File: config.mk
export PLATFORM = sky130hd
export DESIGN_NAME = supply_switchover_gate
export DESIGN_NICKNAME = d
export VERILOG_FILES = /design/src/rtl/ssg_pkg.sv /design/src/rtl/ssg_sync2.sv /design/src/rtl/ssg_supply_sel.sv /design/src/rtl/ssg_ce_gate.sv /design/src/rtl/supply_switchover_gate.sv
export SDC_FILE = /design/constraint.sdc
export NUM_CORES = 1
export LEC_CHECK = 0
export BUFFER_PORTS_ARGS = -buffer_cell sky130_fd_sc_hd__buf_2
export CORE_MARGIN = 4
export CORE_UTILIZATION = 45
export DETAILED_ROUTE_END_ITERATION = 16
export PLACE_DENSITY = 0.64
export REMOVE_ABC_BUFFERS = 1
export SLEW_MARGIN = 40
export SYNTH_ARGS = -nofsm -noshare
export SYNTH_HDL_FRONTEND = slang
export SYNTH_SLANG_ARGS = --single-unit
File: constraint.sdc
create_clock -name clk -period 1.8 [get_ports clk]
set_input_delay 0.27 -clock clk [delete_from_list [all_inputs] [get_ports clk]]
set_output_delay 0.27 -clock clk [all_outputs]
set_load 0.03 [all_outputs]
File: src/rtl/ssg_pkg.sv
package ssg_pkg;

  // Cycles in the hold window: whole cycles per microsecond times microseconds, at least one.
  function automatic int hold_cycles(input int clk_hz, input int hold_us);
    int c;
    c = (clk_hz / 1_000_000) * hold_us;
    return (c < 1) ? 1 : c;
  endfunction

  // Supply decision: agreeing flags decide, disagreeing flags keep the current choice.
  function automatic logic next_sel_main(input logic cur, input logic above_thr,
                                         input logic above_batt);
    if (above_thr && above_batt)        return 1'b1;
    else if (!above_thr && !above_batt) return 1'b0;
    else                                return cur;
  endfunction

endpackage

File: src/rtl/ssg_sync2.sv
module ssg_sync2 #(
  parameter int W = 2
) (
  input  logic         clk,
  input  logic         rst,
  input  logic [W-1:0] d,
  output logic [W-1:0] q
);
  for (genvar i = 0; i < W; i++) begin : g_bit
    logic meta, stab;
    always_ff @(posedge clk) begin
      if (rst) begin
        meta <= 1'b0;
        stab <= 1'b0;
      end else begin
        meta <= d[i];
        stab <= meta;
      end
    end
    assign q[i] = stab;
  end
endmodule

File: src/rtl/ssg_supply_sel.sv
module ssg_supply_sel
  import ssg_pkg::*;
(
  input  logic clk,
  input  logic rst,
  input  logic above_thr,
  input  logic above_batt,
  output logic sel_main
);
  always_ff @(posedge clk) begin
    if (rst) sel_main <= 1'b1;
    else     sel_main <= next_sel_main(sel_main, above_thr, above_batt);
  end
endmodule

File: src/rtl/ssg_ce_gate.sv
module ssg_ce_gate
  import ssg_pkg::*;
#(
  parameter int CLK_HZ  = 100_000_000,
  parameter int HOLD_US = 15
) (
  input  logic clk,
  input  logic rst,
  input  logic req_n,
  input  logic thr_ok,
  input  logic rst_act,
  output logic ce_n,
  output logic hold_active,
  output logic rst_rise
);
  localparam int HOLD = hold_cycles(CLK_HZ, HOLD_US);
  localparam int CW   = $clog2(HOLD + 1);

  logic          rst_act_q;
  logic [CW-1:0] hold_cnt;
  logic          req_on;

  assign req_on   = ~req_n;
  assign rst_rise = rst_act & ~rst_act_q;

  always_ff @(posedge clk) begin
    if (rst) begin
      rst_act_q <= 1'b0;
      hold_cnt  <= '0;
    end else begin
      rst_act_q <= rst_act;
      if (!req_on)
        hold_cnt <= '0;
      else if (rst_rise)
        hold_cnt <= CW'(HOLD - 1);
      else if (hold_cnt != '0)
        hold_cnt <= hold_cnt - 1'b1;
    end
  end

  assign hold_active = req_on & (rst_rise | (hold_cnt != '0));
  assign ce_n        = ~(hold_active | (req_on & thr_ok & ~rst_act));
endmodule

File: src/rtl/supply_switchover_gate.sv
module supply_switchover_gate #(
  parameter int CLK_HZ  = 100_000_000,
  parameter int HOLD_US = 15
) (
  input  logic clk,
  input  logic rst,
  input  logic main_above_thr_i,
  input  logic main_above_batt_i,
  input  logic rst_active_i,
  input  logic ce_req_n_i,
  output logic sel_main_o,
  output logic batt_on_o,
  output logic undervolt_n_o,
  output logic ce_n_o
);
  logic [1:0] flags_s;
  logic       thr_s, batt_s;
  logic       sel_main;
  logic       hold_active, rst_rise;

  ssg_sync2 #(.W(2)) u_sync (
    .clk(clk), .rst(rst),
    .d({main_above_batt_i, main_above_thr_i}),
    .q(flags_s)
  );
  assign thr_s  = flags_s[0];
  assign batt_s = flags_s[1];

  ssg_supply_sel u_sel (
    .clk(clk), .rst(rst),
    .above_thr(thr_s), .above_batt(batt_s),
    .sel_main(sel_main)
  );

  ssg_ce_gate #(.CLK_HZ(CLK_HZ), .HOLD_US(HOLD_US)) u_gate (
    .clk(clk), .rst(rst),
    .req_n(ce_req_n_i), .thr_ok(thr_s), .rst_act(rst_active_i),
    .ce_n(ce_n_o), .hold_active(hold_active), .rst_rise(rst_rise)
  );

  assign sel_main_o    = sel_main;
  assign batt_on_o     = ~sel_main;
  assign undervolt_n_o = thr_s;
endmodule

==> summary.txt, run 1 <==
Detailed routing
  – DR vias: around 660
  – Post-Route WL: between 1500 and 2000 um
  – DRC: 0
  – DR pass1 iterations: 4
  – DRT iter0 DRCs: 5
  – Antenna Violating Nets Remaining: 0
  – Drt wl/cell: 15.4 um
  – Vias/cell: roughly 5.7

Logic synthesis
  – Distinct cell type count of the synthesized netlist: 31
  – Top cells by count, synth: dfxtp_1 (17), a21oi_1 (10), nor2b_1 (5), inv_1 (4), xnor2_1 (4)
  – Async SR Flop Fraction: 0
  – Post-Syn Area: approximately 750 um^2
  – Count leader, synth: dfxtp_1
  – FF+latch count, synth: 17
  – Post-synth top flop: dfxtp_1
  – Cell taking the most area after synthesis: dfxtp_1
  – Largest cells by area after synthesis: dfxtp_1 (45%), a21oi_1 (6.6%), xnor2_1 (4.6%), nor2b_1 (4.1%), or4_4 (3.0%)
  – Avg Cell Area, Syn: a little under 10 um^2
  – Syn. warnings: 0
  – EDFF count, synth: 0
  – Post-synthesis cell count: between 70 and 80
  – Sequential share of the synthesized area: 0.451
  – Yosys top cell area share: 0.451

Worst setup path
  – Arrival @ worst endpoint: around 1500 ps
  – Crit-path max FO: 4
  – Crit. End Element: output port
  – Critical path data required time: between 1500 and 2000 ps
  – Crit Path Category: flop to output port
  – CP startpoint kind: flop

GRT
  – GRT overflow: 0
  – Vias in the first global route: 647
  – GRT Util Overall: 0.155
  – Largest net degree at the start of global routing: 11
  – Global-route wire length before repair: between 2000 and 3000 um
  – Initial antenna violation count: 0

Clock network
  – Clock Sinks: 17
  – Root Buffer: clkbuf_4
  – Clock transition at path regs: 100 ps
  – CTS tree: built
  – H-tree lvl count: 1
  – Latest clock arrival within the worst-skew pair: 290 ps
  – TritonCTS Buffers: 3
  – Clock buffer depth: 2

Pwr
  – Pint: 666 uW
  – Net switching power: between 300 and 400 uW
  – Leakage: between 0.0003 and 0.0004 uW
  – Switching share of total power: 0.321
  – PwrDens: slightly above 1000 nW/um^2
  – Flop pwr share: 0.448
  – Total power: ~1000 uW
  – Peak supply drop: around 740 uV
  – Clk pwr share: 0.209
  – Logic pwr share: 0.343

Floorplan
  – Die Y: just under 50 um
  – Rows: 14
  – Die area: 2400 um^2
  – Initial Util: 0.489
  – Chip width: between 40 and 50 um
  – Ports: 10
  – Core area: around 1500 um^2

Timing
  – Final hold viol count: 0
  – Slew at the pin closest to its max-slew limit: 324 ps
  – Max Clock Freq: 0.558 GHz
  – Setup violators final: 0
  – Setup WS post-layout: 6.75 ps
  – Crit share post-route: 0.996
  – Slew headroom: 0.783
  – Min Tclk post-route: ~1800 ps
  – Unrepaired setup endpoints after global routing: true
  – Fin. max-slew vios: 0
  – Worst Skew: slightly below 0.8 ps

Layout
  – Layout cells sized above 1: 0.430
  – Area grow syn2layout: 29.4%
  – Multi-input gate area: between 400 and 500 um^2
  – FILL cells: ~130
  – NumNets Final: about 110
  – Antenna cell count: 0
  – Seq. cell area: ~350 um^2
  – Final core occ: 0.633

Placement
  – GPL Wtd Cong: between 0.7 and 0.8
  – I/O Buffers: 9
  – Detailed placer's ending HPWL: 1100 um
  – Pre-CTS worst setup slack: around 110 ps

Status
  – Status: finished clean

Hold path
  – Hold Path Class: input port to flop

Run
  – Max cap viols: 0
cell usage in the layout, fill, tap and decap left out, types with 2 or more instances in the layout:
cell type and n:
buf_4 11, dfxtp_2 3, dfxtp_1 13, nand2b_1 2, buf_2 8, a311oi_1 2, o21bai_1 2, nor2_1 3
nand2_1 3, inv_1 2, or4_4 2, xnor2_1 4, or2_2 2, a31oi_1 2, or3_1 2, clkbuf_4 3
nor2b_1 5, a21oi_1 10
repair_timing:
action	CTS	global route
hold buffers	0	0
setup buffers	4	2
resized for setup	9	8
setup endpoints to repair	1	3
pin swaps	3	2
per-layer routing:
| metal | global-route usage | wire length, um | vias to the layer above | part of all wire |
|---|---|---|---|---|
| li1 | - | - | 327 | - |
| met1 | 0.169 | 749 | 311 | 0.42 |
| met2 | 0.276 | 934 | 22 | 0.52 |
| met3 | 0.0612 | 94 | 2 | 0.053 |
| met4 | 0.0359 | 4 | 0 | 0.0022 |
| met5 | 0 | 0 | - | 0 |
state kept, by name, summed over array words and instances (netlist names):
| name | count |
|---|---|
| u_sel.sel_main | 1 |
| u_sync.g_bit.stab | 2 |
| u_gate.rst_act_q | 1 |
| u_gate.hold_cnt | 11 |
| u_sync.g_bit.meta | 2 |
metrics by stage:
step	TNS [ps]	cells	cell area [um^2]	hold slack, ps
after floorplan	-168	76	747	342
after global placement	0	106	850	423
after detailed placement	0	106	850	426
after CTS	0	114	931	173
after global routing	-136	116	976	181
final	0	116	976	179
path summary, 6_finish.rpt:
check | startpoint | to | slack (ps) | cells past startpoint
worst max-delay path | u_gate.hold_cnt[0] | ce_n_o | 7 | 6
worst min-delay path | main_above_thr_i | u_sync.g_bit[0].meta | 180 | 2
worst max register to register | u_gate.hold_cnt[1] | u_gate.hold_cnt[9] | 30 | 5
worst min register to register | u_sync.g_bit[0].meta | u_sync.g_bit[0].stab | 450 | 1
critical path, cell delays in order, from the launching register on:
cell	delay, ps
dfxtp_4	380
inv_4	60
ha_4	130
nor3b_4	200
nand3_2	100
o21bai_1	170
buf_4	180
final cells by class:
cell class                      instances  area share
Clock inverter                          1     0.00513
Tap cell                               16      0.0205
Inverter                                4      0.0179
Clock buffer                            3      0.0231
Sequential cell                        17       0.356
Multi-Input combinational cell         55       0.440
Timing Repair Buffer                   20       0.137
cell families after synthesis:
group,synth area share
buf+inv,0.0298
xor+xnor,0.0580
compound gates,0.184
fa+ha+maj,0.0166
flops,0.451
simple gates,0.260
power groups by stage:
stage / clock network (uW) / logic (uW) / registers, uW
2_1_floorplan: 0 / 188 / 439
3_3_place_gp: 0 / 265 / 439
3_5_place_dp: 0 / 268 / 440
4_1_cts: 215 / 309 / 435
5_1_grt: 231 / 369 / 443
6_report: 205 / 337 / 439
Power figures use the tool's default switching activity.
==> inputs of run 2 (changes only) <==
- clock period: 1.8 -> 2.2 ns (I/O delays scaled with it)
==> summary.txt, run 2 (synthesis results as in run 1) <==
Timing
  – Setup_tns: 0 ps (unchanged)
  – Setup violators final: 0 (unchanged)
  – Hold slack: 239 ps (+60.2 ps)
  – Setup WS post-layout: 210 ps (+203 ps)
  – Unrepaired setup endpoints after global routing: false
  – Crit share post-route: 0.905
  – Worst Skew: 5.85 ps (+5.07 ps)
  – Fin. max-slew vios: 0 (unchanged)
  – Slew headroom: 0.761 (-0.0217)
  – Slew at the pin closest to its max-slew limit: 349 ps (+24.4 ps)
  – Final hold viol count: 0 (unchanged)
  – Min Tclk post-route: around 2000 ps
  – Max Clock Freq: about 0.5 GHz

Layout
  – Final core occ: 0.571 (-0.0625)
  – Max reg flops: 11 (unchanged)
  – Commonest non-fill, non-tap cell in the layout: dfxtp_1
  – Biggest regs: u_gate.hold_cnt: 11 flops, u_sync.g_bit.meta: 2 flops, u_sync.g_bit.stab: 2 flops
  – Layout cells sized above 1: 0.301 (-0.129)
  – NumNets Final: 101 (-6.5%)
  – Largest Register: u_gate.hold_cnt
  – FILL cells: 146 (+9.8%)
  – Antenna cell count: 0 (unchanged)
  – Commonest non-fill, non-tap cells in the layout: dfxtp_1 (17), a21oi_1 (10), buf_2 (9), nor2b_1 (5)
  – Area grow syn2layout: 16.6%

Run
  – Max cap viols: 0 (unchanged)

GRT
  – GRT Util Overall: 0.136 (-0.0181)
  – GRT overflow: 0 (unchanged)
  – Vias in the first global route: 602 (-7.0%)
  – Largest net degree at the start of global routing: 11 (unchanged)
  – Global-route wire length before repair: 2570 um (-9.9%)
  – Initial antenna violation count: 0 (unchanged)

Detailed routing
  – Post-Route WL: 1370 um (-23%)
  – Drt wl/cell: 12.6 um (-18%)
  – DR vias: 590 (-11%)
  – Vias/cell: 5.41 (-5.2%)
  – DR pass1 iterations: 4 (unchanged)
  – DRT iter0 DRCs: 6 (+1)
  – Antenna Violating Nets Remaining: 0 (unchanged)
  – DRC: 0 (unchanged)

Floorplan
  – Core area: 1540 um^2 (unchanged)
  – Chip width: 48.9 um (unchanged)
  – Die area: 2400 um^2 (unchanged)
  – Rows: 14 (unchanged)
  – Die Y: 48.9 um (unchanged)
  – Initial Util: 0.489 (unchanged)
  – Ports: 10 (unchanged)

Clock network
  – Clock Sinks: 17 (unchanged)
  – Clock buffer depth: 2 (unchanged)
  – CTS tree: built
  – Latest clock arrival within the worst-skew pair: 290 ps (about the same)
  – TritonCTS Buffers: 3 (unchanged)
  – Clock transition at path regs: 100 ps (about the same)
  – Root Buffer: clkbuf_4
  – H-tree lvl count: 1 (unchanged)

Worst setup path
  – Critical path data required time: 1870 ps (+340 ps)
  – Crit Path Category: flop to output port
  – Crit. End Element: output port
  – CP startpoint kind: flop
  – Crit-path max FO: 6 (+2)
  – Arrival @ worst endpoint: 1660 ps (+140 ps)

Placement
  – Detailed placer's ending HPWL: 1050 um (-4.6%)
  – Pre-CTS worst setup slack: 317 ps (+211 ps)
  – GPL Wtd Cong: 0.740 (-3.3%)
  – I/O Buffers: 9 (unchanged)

Pwr
  – Leakage: 0.000354 uW (-10%)
  – Peak supply drop: 431 uV (-42%)
  – Total power: 734 uW (-25%)
  – PwrDens: 834 nW/um^2 (-17%)

Hold path
  – Hold Path Class: input port to flop

Status
  – Status: finished clean
## run 2: worst paths after layout
kind	cells past startpoint	to	start	slack (ps)
min	2	u_sync.g_bit[0].meta	main_above_thr_i	240
max reg2reg	4	u_gate.hold_cnt[9]	u_gate.hold_cnt[2]	470
min reg2reg	1	u_sync.g_bit[0].stab	u_sync.g_bit[0].meta	450
max	6	ce_n_o	u_gate.hold_cnt[0]	210
## run 2: cell type report
type                    count  area, um^2  area share
flip-flops and latches     17         340       0.387
multi-input cells          55         402       0.457
well taps                  16        20.0      0.0228
clock inverters             1        5.00     0.00569
repair buffers             13        75.1      0.0853
clock buffers               3        22.5      0.0256
inverters                   4        15.0      0.0171
## run 2: routing by layer
layer  track usage  vias up  share of wire
li1              -      310              -
met1         0.158      266           0.46
met2         0.220       10           0.48
met3        0.0398        4          0.040
met4        0.0807        0          0.020
met5             0        -              0
## run 2: what timing repair did
item                                    in CTS  in global routing
gates cloned                                 0                  0
endpoints found under the setup margin       1                  1
resized for setup                            1                  1
hold buffers                                 0                  0
setup buffers                                0                  0
## run 2: worst max-delay path: stages, from the launching register on
cell      delay [ps]
dfxtp_1          350
inv_1             60
ha_1             180
nor3b_2          220
nand3_2          160
o21bai_1         180
buf_2            220
## run 2: per-stage QoR
stage               instance area, um^2  instances
floorplan                           747         76
global placement                    842        105
detailed placement                  842        105
CTS                                 875        109
global route                        880        109
finish                              880        109
## run 2: where the power goes
group	total [uW]	switching [uW]	internal, uW
logic	214	105	108
clock network	167	99.1	67.7
registers	353	23.4	330
total	734	228	506
==> inputs of run 3 (changes only) <==
- CELL_PAD_IN_SITES_DETAIL_PLACEMENT: not set -> 0
- CELL_PAD_IN_SITES_GLOBAL_PLACEMENT: not set -> 1
- CORE_UTILIZATION: 45 -> 44
- PLACE_DENSITY: 0.64 -> 0.78
==> summary.txt, run 3 (synthesis results as in run 1) <==
Worst setup path
  – Worst reg2reg path endpoint: u_gate.hold_cnt[9]
  – Crit. End Element: output port
  – Critical Path Start: u_gate.hold_cnt[5]
  – Critical path data required time: 1870 ps (about the same)
  – CP startpoint kind: flop
  – Reg2Reg Setup Slack: 470 ps (about the same)
  – R2R cell count: 4 (unchanged)
  – Crit Path Category: flop to output port
  – Arrival @ worst endpoint: 1660 ps (about the same)
  – FF-to-FF Start: u_gate.hold_cnt[2]
  – Crit-path max FO: 6 (unchanged)

Detailed routing
  – DRT iter0 DRCs: 8 (+2)
  – Met3 wire length: 53 um (-3.6%)
  – DRC: 0 (unchanged)
  – Top routing layer used: met4
  – Antenna Violating Nets Remaining: 0 (unchanged)
  – Post-Route WL: 1370 um (about the same)
  – WL met1: 730 um (+16%)
  – Met2 WL: 570 um (-13%)
  – Vias/cell: 5.48 (+1.2%)
  – DR vias: 597 (+1.2%)
  – DR pass1 iterations: 4 (unchanged)
  – Drt wl/cell: 12.6 um (about the same)

Layout
  – Non-Filler Instances: 109 (unchanged)
  – Area grow syn2layout: 15.3%
  – Biggest regs: u_gate.hold_cnt: 11 flops, u_sync.g_bit.meta: 2 flops, u_sync.g_bit.stab: 2 flops
  – Commonest non-fill, non-tap cells in the layout: dfxtp_1 (17), a21oi_1 (10), buf_2 (9), nor2b_1 (5)
  – Commonest non-fill, non-tap cell in the layout: dfxtp_1
  – NumNets Final: 101 (unchanged)
  – Final core occ: 0.558 (-0.0128)
  – Max reg flops: 11 (unchanged)
  – Largest Register: u_gate.hold_cnt
  – Layout cells sized above 1: 0.280 (-0.0215)
  – Antenna cell count: 0 (unchanged)

GRT
  – GRT overflow: 0 (unchanged)
  – Largest net degree at the start of global routing: 11 (unchanged)
  – Global-route wire length before repair: 2360 um (-8.3%)
  – GRT Util Overall: 0.122 (-0.0141)
  – Vias in the first global route: 540 (-10%)
  – Initial antenna violation count: 0 (unchanged)

Clock network
  – Clock buffer depth: 2 (unchanged)
  – H-tree lvl count: 1 (unchanged)
  – Clock transition at path regs: 100 ps (about the same)
  – CTS resizes: 0 (-1)
  – CTS tree: built
  – Clock Sinks: 17 (unchanged)
  – TritonCTS Buffers: 3 (unchanged)
  – Root Buffer: clkbuf_4
  – CTS Hold Bufs: 0 (unchanged)
  – Latest clock arrival within the worst-skew pair: 280 ps (about the same)
  – Post-CTS Setup Inserts: 0 (unchanged)

Timing
  – Setup_tns: 0 ps (unchanged)
  – Final hold viol count: 0 (unchanged)
  – Fin. max-slew vios: 0 (unchanged)
  – Slew at the pin closest to its max-slew limit: 428 ps (+79.5 ps)
  – Min Tclk post-route: 1990 ps (-1.11 ps)
  – Worst Skew: 1.03 ps (-4.82 ps)
  – Slew headroom: 0.712 (-0.0491)
  – Hold slack: 255 ps (+15.3 ps)
  – Setup violators final: 0 (unchanged)
  – Crit share post-route: 0.904 (about the same)
  – Unrepaired setup endpoints after global routing: false
  – Max Clock Freq: 0.503 GHz (about the same)

Hold path
  – Worst hold stages: 2 (unchanged)
  – Worst Hold End: u_sync.g_bit[1].meta
  – HP Start: main_above_batt_i
  – Hold Path Class: input port to flop

Status
  – Status: finished clean

Pwr
  – Leakage: 0.000349 uW (-1.4%)
  – PwrDens: 834 nW/um^2 (about the same)
  – Peak supply drop: 412 uV (-4.4%)

Placement
  – Detailed placer's ending HPWL: 1000 um (-4.1%)
  – Placed instance count: 105 (unchanged)
  – GPL Wtd Cong: 0.795 (+7.4%)
  – I/O Buffers: 9 (unchanged)

Floorplan
  – Core area: 1560 um^2 (+1.1%)
  – Rows: 14 (unchanged)
  – Die Y: 49.4 um (+0.95%)
  – Die area: 2440 um^2 (+1.9%)
  – Initial Util: 0.484 (-0.00550)
  – Chip width: 49.4 um (+0.95%)
  – Ports: 10 (unchanged)

Run
  – Max cap viols: 0 (unchanged)
run 3: cell types whose count changed in the layout (fill, tap and decap cells not counted):
cell	delta
nand3_2	-1
nand3_1	+1
nor3b_2	-1
nor3b_1	+1
run 3: through the flow:
stage	worst slack (ps)	instance area (um^2)	power (uW)
6_report	211	870	725
5_1_grt	87.9	870	776
4_1_cts	201	870	733
3_5_place_dp	504	842	571
3_3_place_gp	505	842	571
2_1_floorplan	172	747	514
run 3: routing by layer:
layer,track usage,vias up
li1,-,307
met1,0.166,277
met2,0.190,11
met3,0.0275,2
met4,0.0415,0
met5,0,-
run 3: where the power goes:
group / internal, uW / switching [uW]
Clock: 67.3 / 92.2
Sequential: 330 / 23.6
Combinational: 106 / 105
Total: 504 / 221
run 3: worst max-delay path, cell delays in order (launching register included):
cell and delay [ps]:
dfxtp_1 380, nor4_4 480, nand3_1 170, o21bai_1 150
buf_2 210
run 3: how the worst max path moves through the flow:
stage / to / depth (start not counted)
final: ce_n_o / 4
after global placement: u_gate.hold_cnt[9] / 4
after global routing: ce_n_o / 6
after floorplan: ce_n_o / 5
after CTS: ce_n_o / 6
after detailed placement: u_gate.hold_cnt[9] / 4
run 3: area by class of cell:
class | instances | area [um^2]
multi-input combinational | 55 | 392
sequential | 17 | 340
fill | 160 | 689
inverter | 4 | 15.0
clock inverter | 1 | 5.00
clock buffer | 3 | 22.5
timing repair buffer | 13 | 75.1
tap | 16 | 20.0
